File: config.mk
export PLATFORM = sky130hd
export DESIGN_NAME = line_mode_decoder
export DESIGN_NICKNAME = d
export VERILOG_FILES = /design/src/rtl/lmd_pkg.sv /design/src/rtl/lmd_therm_sync.sv /design/src/rtl/lmd_core_decode.sv /design/src/rtl/lmd_port_map.sv /design/src/rtl/line_mode_decoder.sv
export SDC_FILE = /design/constraint.sdc
export NUM_CORES = 1
export LEC_CHECK = 0
export ABC_AREA = 1
export CAP_MARGIN = 5
export CORE_AREA = 3 3 40 42
export DETAILED_ROUTE_END_ITERATION = 10
export DIE_AREA = 0 0 43 45
export PLACE_DENSITY = 0.8
export SKIP_LAST_GASP = 1
export SYNTH_ARGS = -nofsm -noshare
export SYNTH_HDL_FRONTEND = slang
export SYNTH_HIERARCHICAL = 1
export SYNTH_SLANG_ARGS = --single-unit
File: constraint.sdc
create_clock -name clk -period 2.36 [get_ports clk]
set_clock_uncertainty 0.15 [all_clocks]
set_input_delay 0.472 -clock clk [delete_from_list [all_inputs] [get_ports clk]]
set_output_delay 0.472 -clock clk [all_outputs]
set_load 0.02 [all_outputs]
File: src/rtl/lmd_pkg.sv
package lmd_pkg;

    typedef enum logic [2:0] {
        CM_OFF      = 3'd0,
        CM_FWD      = 3'd1,
        CM_REV      = 3'd2,
        CM_MTR_FWD  = 3'd3,
        CM_MTR_REV  = 3'd4,
        CM_RING_FWD = 3'd5,
        CM_RING_REV = 3'd6
    } core_mode_e;

    typedef enum logic [1:0] {
        TM_OPEN    = 2'd0,
        TM_RESFEED = 2'd1,
        TM_DRIVER  = 2'd2,
        TM_BIAS    = 2'd3
    } term_e;

    typedef enum logic {
        ST_RUN  = 1'b0,
        ST_SHUT = 1'b1
    } therm_state_e;

endpackage

File: src/rtl/lmd_therm_sync.sv
module lmd_therm_sync #(
    parameter int STAGES = 2
) (
    input  logic clk,
    input  logic rst_n,
    input  logic din,
    output logic dout
);
    logic [STAGES-1:0] chain_q;

    generate
        if (STAGES == 1) begin : g_one
            always_ff @(posedge clk or negedge rst_n) begin
                if (!rst_n) chain_q <= '0;
                else        chain_q <= din;
            end
        end else begin : g_many
            always_ff @(posedge clk or negedge rst_n) begin
                if (!rst_n) chain_q <= '0;
                else        chain_q <= {chain_q[STAGES-2:0], din};
            end
        end
    endgenerate

    assign dout = chain_q[STAGES-1];
endmodule

File: src/rtl/lmd_core_decode.sv
module lmd_core_decode
    import lmd_pkg::*;
(
    input  logic [2:0]  ctl,
    output core_mode_e  mode
);
    always_comb begin
        unique case ({ctl[1], ctl[0]})
            2'b00: mode = CM_OFF;
            2'b10: mode = ctl[2] ? CM_REV      : CM_FWD;
            2'b11: mode = ctl[2] ? CM_MTR_REV  : CM_MTR_FWD;
            2'b01: mode = ctl[2] ? CM_RING_REV : CM_RING_FWD;
            default: mode = CM_OFF;
        endcase
    end
endmodule

File: src/rtl/lmd_port_map.sv
module lmd_port_map
    import lmd_pkg::*;
#(
    parameter int N_PORTS = 2
) (
    input  core_mode_e           mode,
    input  logic [N_PORTS-1:0]   port_sel,
    input  logic                 hook_core,
    input  logic [N_PORTS-1:0]   hook_line,
    output logic [2*N_PORTS-1:0] term_flat,
    output logic [N_PORTS-1:0]   line_oe,
    output logic                 sum_oe
);
    logic core_off;
    assign core_off = (mode == CM_OFF);

    generate
        for (genvar p = 0; p < N_PORTS; p++) begin : g_port
            term_e t;
            always_comb begin
                if (core_off) begin
                    t             = port_sel[p] ? TM_RESFEED : TM_OPEN;
                    line_oe[p]    = port_sel[p] & hook_line[p];
                end else begin
                    t             = port_sel[p] ? TM_DRIVER : TM_BIAS;
                    line_oe[p]    = 1'b0;
                end
            end
            assign term_flat[2*p +: 2] = t;
        end
    endgenerate

    always_comb begin
        if (core_off) sum_oe = |line_oe;
        else          sum_oe = hook_core & (|port_sel);
    end
endmodule

File: src/rtl/line_mode_decoder.sv
module line_mode_decoder
    import lmd_pkg::*;
#(
    parameter int N_PORTS     = 2,
    parameter int SYNC_STAGES = 2
) (
    input  logic                 clk,
    input  logic                 rst_n,
    input  logic [2:0]           ctl_mode,
    input  logic [N_PORTS-1:0]   port_sel,
    input  logic                 therm_alarm,
    input  logic                 hook_core,
    input  logic [N_PORTS-1:0]   hook_line,
    output logic [2:0]           core_mode,
    output logic [2*N_PORTS-1:0] port_term,
    output logic                 sum_det_oe,
    output logic [N_PORTS-1:0]   line_det_oe
);
    localparam int TERM_W = 2 * N_PORTS;

    logic                alarm_s;
    therm_state_e        st_q, st_nxt;
    core_mode_e          dec_mode;
    logic [TERM_W-1:0]   dec_term;
    logic [N_PORTS-1:0]  dec_line_oe;
    logic                dec_sum_oe;

    lmd_therm_sync #(.STAGES(SYNC_STAGES)) u_sync (
        .clk   (clk),
        .rst_n (rst_n),
        .din   (therm_alarm),
        .dout  (alarm_s)
    );

    lmd_core_decode u_dec (
        .ctl  (ctl_mode),
        .mode (dec_mode)
    );

    lmd_port_map #(.N_PORTS(N_PORTS)) u_map (
        .mode      (dec_mode),
        .port_sel  (port_sel),
        .hook_core (hook_core),
        .hook_line (hook_line),
        .term_flat (dec_term),
        .line_oe   (dec_line_oe),
        .sum_oe    (dec_sum_oe)
    );

    // Thermal override state register
    always_ff @(posedge clk or negedge rst_n) begin
        if (!rst_n) st_q <= ST_RUN;
        else        st_q <= st_nxt;
    end

    always_comb begin
        unique case (st_q)
            ST_RUN:  st_nxt = alarm_s ? ST_SHUT : ST_RUN;
            ST_SHUT: st_nxt = alarm_s ? ST_SHUT : ST_RUN;
            default: st_nxt = ST_RUN;
        endcase
    end

    // Registered outputs, forced while the next state is the shutdown state
    always_ff @(posedge clk or negedge rst_n) begin
        if (!rst_n) begin
            core_mode   <= CM_OFF;
            port_term   <= '0;
            sum_det_oe  <= 1'b0;
            line_det_oe <= '0;
        end else begin
            unique case (st_nxt)
                ST_SHUT: begin
                    core_mode   <= CM_OFF;
                    port_term   <= '0;
                    sum_det_oe  <= 1'b0;
                    line_det_oe <= '0;
                end
                default: begin
                    core_mode   <= dec_mode;
                    port_term   <= dec_term;
                    sum_det_oe  <= dec_sum_oe;
                    line_det_oe <= dec_line_oe;
                end
            endcase
        end
    end
endmodule

* After elaboration in Yosys (flattened, before gate mapping) *
Index checks and enable logic that the tools add are counted.

storage, ports and cells
  bits in registers = 12
  bits of input ports = 11
  output and inout port bits = 10

operators by class
  equal/unequal tests = 3
  muxes and demuxes = 18
  bitwise operators = 3
  reductions and logical operators = 4

operator list
  operator                                                               number
  3-bit case mux with 4 select lines                                     1
  2-bit 2-to-1 mux                                                       5
  1-bit 2-to-1 mux                                                       9
  3-bit 2-to-1 mux                                                       2
  2-bit equality test, second input constant                             2
  4-bit 2-to-1 mux                                                       1
  2-bit OR reduction                                                     2
  1-bit AND                                                              3
  3-bit zero test                                                        1
  2-bit by 1-bit equality test with 1-bit output, second input constant  1
  2-bit zero test                                                        1

* Depth between registers and ports, before layout *
Gate-level depths: netlist of the first run.

  word-level depth = 7
  mapped depth = 11
  depth with buffers taken out = 11

* By module *
The synthesis of the first run kept the hierarchy.

by module, submodules not included
  module             instances  cells each  area each (sq um)  seq. area each (sq um)
  line_mode_decoder  1          31          336.6              250.2
  lmd_port_map       1          26          121.4              0.0
  lmd_therm_sync     1          2           50.0               50.0
  lmd_core_decode    1          9           43.8               0.0

* Worst setup path after synthesis of the first run *
No wires, ideal clock.

  path type = input-to-reg
  start = in ctl_mode[0]
  end = reg port_term[0]
  arrival = 1.171 ns
  required time = 2.094 ns
  slack = 0.923 ns
  cell stages on the path = 9
  buffers on the path = 0
  cell sequence = inv_2 o21ai_0 nor2_4 nand2_4 clkinv_2 nand2_1 nand2_1 inv_1 nor2_1

between the ends
  longest elaborated chain between the ends = 5
  elaborated cells on any way between the ends = 8

ends and longest elaborated chain
  what                                                                    RTL line                 source
  start, declared                                                         line_mode_decoder.sv:9   input logic [2:0] ctl_mode,
  2-bit by 1-bit equality test with 1-bit output (tied with other cells)  lmd_core_decode.sv:8     unique case ({ctl[1], ctl[0]})
  3-bit case mux with 4 select lines *                                    lmd_core_decode.sv:8
  named net dec_mode[2]                                                   line_mode_decoder.sv:23  core_mode_e dec_mode;
  3-bit zero test *                                                       lmd_port_map.sv:15       assign core_off = (mode == CM_OFF);
  2-bit 2-to-1 mux *                                                      lmd_port_map.sv:21       if (core_off) begin
  named net dec_term[0]                                                   line_mode_decoder.sv:24  logic [TERM_W-1:0] dec_term;
  4-bit 2-to-1 mux *                                                      line_mode_decoder.sv:72  unique case (st_nxt)
  end signal, assigned                                                    line_mode_decoder.sv:81  port_term <= dec_term;
  end, declared                                                           line_mode_decoder.sv:15  output logic [2*N_PORTS-1:0] port_term,

The timed path passes the listed nets; every way through them passes the cells marked *.

* Worst setup path in the final report of the first run *
  start = reg core_mode[0]
  end = out core_mode[0]

RTL lines
  what                    RTL line                 source
  start, declared         line_mode_decoder.sv:14  output logic [2:0] core_mode,
  start signal, assigned  line_mode_decoder.sv:80  core_mode <= dec_mode;

No word-level cell between the ends.

==> results of run 1 <==
==> cell type report <==
cell class | count | share of cell area, %
clock buffer | 4 | 4.60
inverter | 21 | 10.2
multi-input combinational | 33 | 19.4
sequential | 12 | 38.1
tap | 15 | 2.38
timing repair buffer | 20 | 25.4
==> kinds of logic (layout without fill, tap and decap cells) <==
kind of cell / Yosys count / in the layout / share of synthesized area, %
AOI/OAI and AO/OA: 3 / 3 / 2.72
buffers and inverters: 23 / 45 / 17.9
DFF: 12 / 12 / 54.4
and+or+nand+nor: 30 / 30 / 24.9
==> registers in the layout, indices dropped and copies added, names as in the netlist <==
signal,flops
line_det_oe,2
sum_det_oe,1
u_sync/chain_q,2
core_mode,3
port_term,4
==> worst min path at each step <==
stage                           start           endpoint  slack (ns)
detailed placement  u_sync/chain_q[0]  u_sync/chain_q[1]        0.19
global route        u_sync/chain_q[0]  u_sync/chain_q[1]        0.23
CTS                 u_sync/chain_q[0]  u_sync/chain_q[1]        0.22
global placement    u_sync/chain_q[0]  u_sync/chain_q[1]        0.19
floorplan                       rst_n       core_mode[0]        0.03
finish              u_sync/chain_q[0]  u_sync/chain_q[1]        0.23
==> power by group through the flow <==
stage | sequential (W) | combinational, W | clock [W]
3_3_place_gp | 0.000226 | 0.0000952 | 0
2_1_floorplan | 0.000239 | 0.0000397 | 0
6_report | 0.000223 | 0.0000962 | 0.000157
3_5_place_dp | 0.000227 | 0.0000971 | 0
5_1_grt | 0.000225 | 0.000106 | 0.000172
4_1_cts | 0.000223 | 0.0000974 | 0.000159
==> per-stage QoR <==
stage | instances | total power, W
global route | 105 | 0.000502
floorplan | 68 | 0.000278
CTS | 105 | 0.000480
finish | 105 | 0.000476
detailed placement | 101 | 0.000324
global placement | 101 | 0.000321
==> metal layers <==
layer  global-route usage (%)  up-vias  part of all wire (%)
met5                        0        -                     0
met4                     9.04        0                   2.5
met3                     1.20        2                   7.1
met2                     17.7       17                    47
met1                     13.5      187                    43
li1                         -      231                     -
==> cells in the final DEF, fill, tap and decap left out, drive strengths merged <==
cell type,n
nor2,14
inv,20
clkdlybuf4s50,20
clkinv,1
nand3,4
o21ai,1
nand2,12
clkbuf,4
a21oi,2
dfrtp,12
==> impl_summary.txt, run 1 <==
----------------------------------------------------
[Yosys]
  Top-count cell post-synth ... inv_1
  Number of distinct library cells after synthesis ... 15
  Largest cells by area after synthesis ... dfrtp_1, inv_1, nor2_1, nand2_1, nand3_1
  Leading cell types by count after synthesis ... inv_1, dfrtp_1, nor2_1
  Number of warning messages in the yosys log ... 6
  Share of Yosys cell area claimed by the top area cell type ... 54.4%
  Mean post-synth cell area ... approximately 8.1 sq um
  Post-Synthesis Net Count ... 79
  Cell Area, Synth ... 552 sq um
  Number of standard cells after synthesis ... 68
  Flops & latches, synth ... 12
  Main flop type after synthesis ... dfrtp_1
  Share of synthesized flip-flops with an asynchronous set or reset ... 100%
  Count of flip-flops with a built-in enable after synthesis ... 0
  Part of the Yosys area used for sequential elements ... between 50 and 60%
  Cell taking the most area after synthesis ... dfrtp_1

[Die]
  Height of the chip ... 45 um
  Horiz. Die Dim ... approximately 43 um
  Boundary Pins ... 21
  Row count ... 13
  Core box area ... 1280 sq um
  Die area ... 1940 sq um
  Starting density of the core ... around 43%

[Clock network]
  Latest clock arrival within the worst-skew pair ... roughly 0.26 ns
  Cts repair resizes ... 0
  Hold bufs inserted after CTS ... 0
  Number of levels the H-tree was split into ... 1
  Clk slew on worst S/H paths ... around 0.07 ns
  Total number of clock tree sinks ... 12
  Number of setup buffers added after CTS ... 0
  Total CTS buffers ... 3
  Clk buf depth ... 2
  Root Buffer Master ... clkbuf_4
  Clock tree from TritonCTS ... built

[STA]
  Final Hold Viols ... 0
  Post-route worst setup slack ... roughly 0.53 ns
  RSZ-0062 raised after global routing ... false
  Highest clock frequency the design can meet ... 546 MHz
  Hold_ws ... approximately 0.23 ns
  Max-slew violation total from the final report ... 0
  Setup_tns ... 0 ns
  Worst Tran Pin Value ... between 0.4 and 0.5 ns
  Fin crit period ... 1.83 ns
  Finish-stage setup viols ... 0
  Post-route clock period utilization ... between 70 and 80%
  Worst slew margin relative to its limit ... between 60 and 70%

[Worst setup path]
  CP Cell Sequence ... clkdlybuf4s50_1
  CP startpoint kind ... flop
  Worst path bufs/invs ... 1
  Arrival time reported for the critical path endpoint ... between 1 and 1.5 ns
  Worst setup path category ... flop to output pin
  Library cell contributing the largest single delay on the critical path ... clkdlybuf4s50_1
  Worst r2r dst ... port_term[0]
  CP Launch Point ... core_mode[0]
  Family with the most delay on the worst path ... buffers and inverters
  Worst reg2reg startpoint ... u_sync/chain_q[1]
  CP peak stage delay ... between 0.6 and 0.7 ns
  Crit path required time ... ~1.7 ns
  Worst R2R Path Depth ... 1
  Logic depth of the worst path, buffers included ... 1
  Crit Path Max Fanout ... 1
  CP Capture Type ... output pin
  Crit path capture ... core_mode[0]
  Reg-to-reg slack, setup ... between 1 and 1.5 ns

[Power and ir drop]
  Relative contribution of combinational cells to total power ... 20.2%
  Seq pwr share ... roughly 47%
  Power density over the cells ... ~600 nW/um^2
  Switching Fraction ... 25.0%
  Internal ... ~0.00036 W
  Fraction of power consumed by the clock network ... 33.0%
  Switching power summed over all nets ... 0.000119 W
  Static leakage ... around 0.44 nW
  Maximum VDD drop ... roughly 0.28 mV

[Global route]
  Maximum number of pins on one net before global-route repair ... 13
  Number of global-route vias before repair ... between 300 and 400
  Number of antenna violations at the first check in global routing ... 0
  Wire length of the first global-routing pass ... about 1600 um
  Overall track demand over capacity in global routing ... between 10% and 20%
  Global route overflow ... 0

[Cells and area]
  Cell area after layout ... ~790 sq um
  Syn-to-layout area delta ... 42.9%
  Utilization of the core after routing ... around 60%
  Inserted Diodes ... 0
  Sequential cell area in the final layout ... 300 sq um
  Number of nets in the layout ... 102
  Area used by multi-input combinational logic ... approximately 150 sq um
  Filler Cells Inserted ... ~130
  Fraction of final layout cells sized beyond drive strength 1 ... 14.4%

[Placed design]
  Count of input and output buffers ... 20
  Instance area at placement ... around 750 sq um
  Weighted congestion reported at the end of routability-driven placement ... between 0.7 and 0.8
  DP Worst Slack ... between 0.2 and 0.25 ns
  HPWL Detailed ... about 740 um

[Drt]
  Via count of the routed design ... roughly 440
  Number of iterations in the first detailed-routing pass ... 4
  Per-cell via count in the routed design ... ~4.2
  Total wire length after detailed routing ... roughly 910 um
  Count of unresolved DRC violations after routing ... 0
  Final antenna-violating net count ... 0
  Average wire length per cell after detail routing ... around 8.7 um
  Iter 0 DRT Violations ... 9

[Min path]
  Min-Delay Path Depth ... 0
  Tightest Hold Check Type ... flop to flop

[Run]
  Total of max-cap violations ... 0

[Outcome]
  Run status ... finished clean

----------------------------------------------------
Note: power is estimated with default switching activity, not from simulation.
==> run 2: changes to the inputs <==
--- a/config.mk
+++ b/config.mk
@@ -7,10 +7,10 @@
 export LEC_CHECK = 0
 export ABC_AREA = 1
 export CAP_MARGIN = 5
-export CORE_AREA = 3 3 40 42
+export CORE_MARGIN = 3
+export CORE_UTILIZATION = 41
 export DETAILED_ROUTE_END_ITERATION = 10
-export DIE_AREA = 0 0 43 45
-export PLACE_DENSITY = 0.8
+export PLACE_DENSITY = 0.79
 export SKIP_LAST_GASP = 1
 export SYNTH_ARGS = -nofsm -noshare
 export SYNTH_HDL_FRONTEND = slang
==> constraint.sdc (replaced) <==
create_clock -name clk -period 1.69 [get_ports clk]
set_clock_uncertainty 0.15 [all_clocks]
set_input_delay 0.338 -clock clk [delete_from_list [all_inputs] [get_ports clk]]
set_output_delay 0.338 -clock clk [all_outputs]
set_load 0.02 [all_outputs]
==> impl_summary.txt, run 2 (synthesis results as in run 1) <==
----------------------------------------------------
[Outcome]
  Run status ... finished clean

[Cells and area]
  Largest register FFs ... 4
  Leading registers by flop count ... port_term x4, core_mode x3
  Inserted Diodes ... 0
  Fraction of final layout cells sized beyond drive strength 1 ... 17.2%
  Commonest non-fill, non-tap cell in the layout ... inv_1
  Utilization of the core after routing ... between 60 and 70%
  Number of nets in the layout ... around 110
  Final instance count without filler cells ... 107
  Syn-to-layout area delta ... 47.6%
  Filler Cells Inserted ... 100
  Most frequent cells in the layout ... inv_1, nor2_1, dfrtp_1
  Register bank with the most flops ... port_term

[Drt]
  Iter 0 DRT Violations ... 12
  Average wire length per cell after detail routing ... 8.97 um
  Count of unresolved DRC violations after routing ... 0
  Number of iterations in the first detailed-routing pass ... 4
  Total wire length after detailed routing ... approximately 960 um
  Final antenna-violating net count ... 0
  Per-cell via count in the routed design ... 4.17
  Via count of the routed design ... 446

[Clock network]
  Clock tree from TritonCTS ... built
  Total CTS buffers ... 3
  Clk slew on worst S/H paths ... ~0.070 ns
  Number of levels the H-tree was split into ... 1
  Root Buffer Master ... clkbuf_4
  Latest clock arrival within the worst-skew pair ... around 0.27 ns
  Total number of clock tree sinks ... 12
  Hold bufs inserted after CTS ... 0
  Number of setup buffers added after CTS ... 0
  Clk buf depth ... 2

[Placed design]
  Inst Count DP ... ~100
  HPWL Detailed ... 790 um
  Weighted congestion reported at the end of routability-driven placement ... 0.738
  DP Worst Slack ... -0.187 ns
  Count of input and output buffers ... 20

[Global route]
  Global route overflow ... 0
  Wire length of the first global-routing pass ... 1640 um
  Number of antenna violations at the first check in global routing ... 0
  Overall track demand over capacity in global routing ... 12.6%
  Number of global-route vias before repair ... 412
  Maximum number of pins on one net before global-route repair ... 13

[Worst setup path]
  Library cell contributing the largest single delay on the critical path ... clkdlybuf4s50_1
  CP peak stage delay ... 0.46 ns
  Crit path required time ... around 1.7 ns
  Worst path bufs/invs ... 3
  CP Capture Type ... flop
  CP Cell Sequence ... clkdlybuf4s50_1, nand3_1, o21ai_0, buf_4, nor2_4, nand2_4, nand2_1, nand3_1, inv_1, nor2_1
  Worst path most repeated cell ... nand3_1
  Crit Path Max Fanout ... 6
  Family with the most delay on the worst path ... buffers and inverters
  Arrival time reported for the critical path endpoint ... 1.58 ns
  CP startpoint kind ... primary input
  Worst setup path category ... primary input to flop

[Power and ir drop]
  Final Total Pwr ... ~0.00066 W
  Power density over the cells ... between 800 and 900 nW/um^2
  Static leakage ... 0.548 nW
  Switching Fraction ... around a quarter
  Maximum VDD drop ... about 0.33 mV
  Switching power summed over all nets ... between 0.00015 and 0.0002 W
  Relative contribution of combinational cells to total power ... between 20% and 30%
  Internal ... 0.000496 W
  Fraction of power consumed by the clock network ... between 30% and 40%
  Seq pwr share ... approximately 47%

[Die]
  Starting density of the core ... a little under half
  Core box area ... roughly 1200 sq um
  Horiz. Die Dim ... approximately 43 um
  Boundary Pins ... 21
  Die area ... ~1800 sq um
  Height of the chip ... approximately 43 um
  Row count ... 12

[Min path]
  Tightest Hold Check Type ... flop to flop

[STA]
  Setup_tns ... 0 ns
  Post-route clock period utilization ... about 93%
  Max-slew violation total from the final report ... 0
  Worst Tran Pin Value ... between 0.4 and 0.5 ns
  Highest clock frequency the design can meet ... 633 MHz
  Fin crit period ... 1.58 ns
  Post-route worst setup slack ... 0.111 ns
  Final Hold Viols ... 0
  Finish-stage setup viols ... 0
  Worst slew margin relative to its limit ... 67.4%
  RSZ-0062 raised after global routing ... false

[Run]
  Total of max-cap violations ... 0

----------------------------------------------------
run 2: changes by cell type in the layout (fill, tap and decap cells not counted), sizes merged:
cell,change
dlymetal6s2s,+5
dlygate4sd2,+6
buf,+3
clkdlybuf4s50,-11
run 2: metal layers:
metal / up-vias / wire length [um] / track usage (%)
met1: 183 / 379 / 13.0
met5: - / 0 / 0
met4: 0 / 15 / 11.2
met3: 2 / 71 / 3.81
li1: 241 / - / -
met2: 20 / 493 / 20.4
run 2: metrics by stage:
step                      hold slack [ns]  area [sq um]
final                               0.215           815
after global routing                0.221           815
after CTS                           0.218           802
after detailed placement            0.198           773
after global placement              0.182           773
after floorplan                    -0.108           552
run 2: final cells by class:
type                       count  area [sq um]  share of cell area [%]
clock buffer                   4          36.3                    4.45
multi-input combinational     33           153                    18.7
inverter                      21          80.1                    9.83
timing repair buffer          23           228                    28.0
sequential                    12           300                    36.9
tap                           14          17.5                    2.15
run 2: power by group through the flow:
stage          sequential (W)  clock [W]  combinational [W]
2_1_floorplan        0.000333          0          0.0000555
3_3_place_gp         0.000316          0           0.000140
3_5_place_dp         0.000317          0           0.000143
4_1_cts              0.000311   0.000226           0.000137
5_1_grt              0.000312   0.000238           0.000148
6_report             0.000310   0.000220           0.000133
run 2: path summary, 6_finish.rpt:
path / start / endpoint / slack, ns / depth (start not counted)
worst min-delay path: u_sync/chain_q[0] / u_sync/chain_q[1] / 0.22 / 0
worst max-delay path: ctl_mode[0] / sum_det_oe / 0.11 / 10
min in group asynchronous: rst_n / line_det_oe[0] / 0.24 / 1
worst max register to register: u_sync/chain_q[1] / core_mode[2] / 0.79 / 1
max in group asynchronous: rst_n / core_mode[2] / 0.81 / 1
worst min register to register: u_sync/chain_q[0] / u_sync/chain_q[1] / 0.22 / 0
run 2: timing repair:
item / CTS / global route
resized for setup: 6 / 5
setup endpoints to repair: 6 / 6
endpoints found under the hold margin: 0 / 0
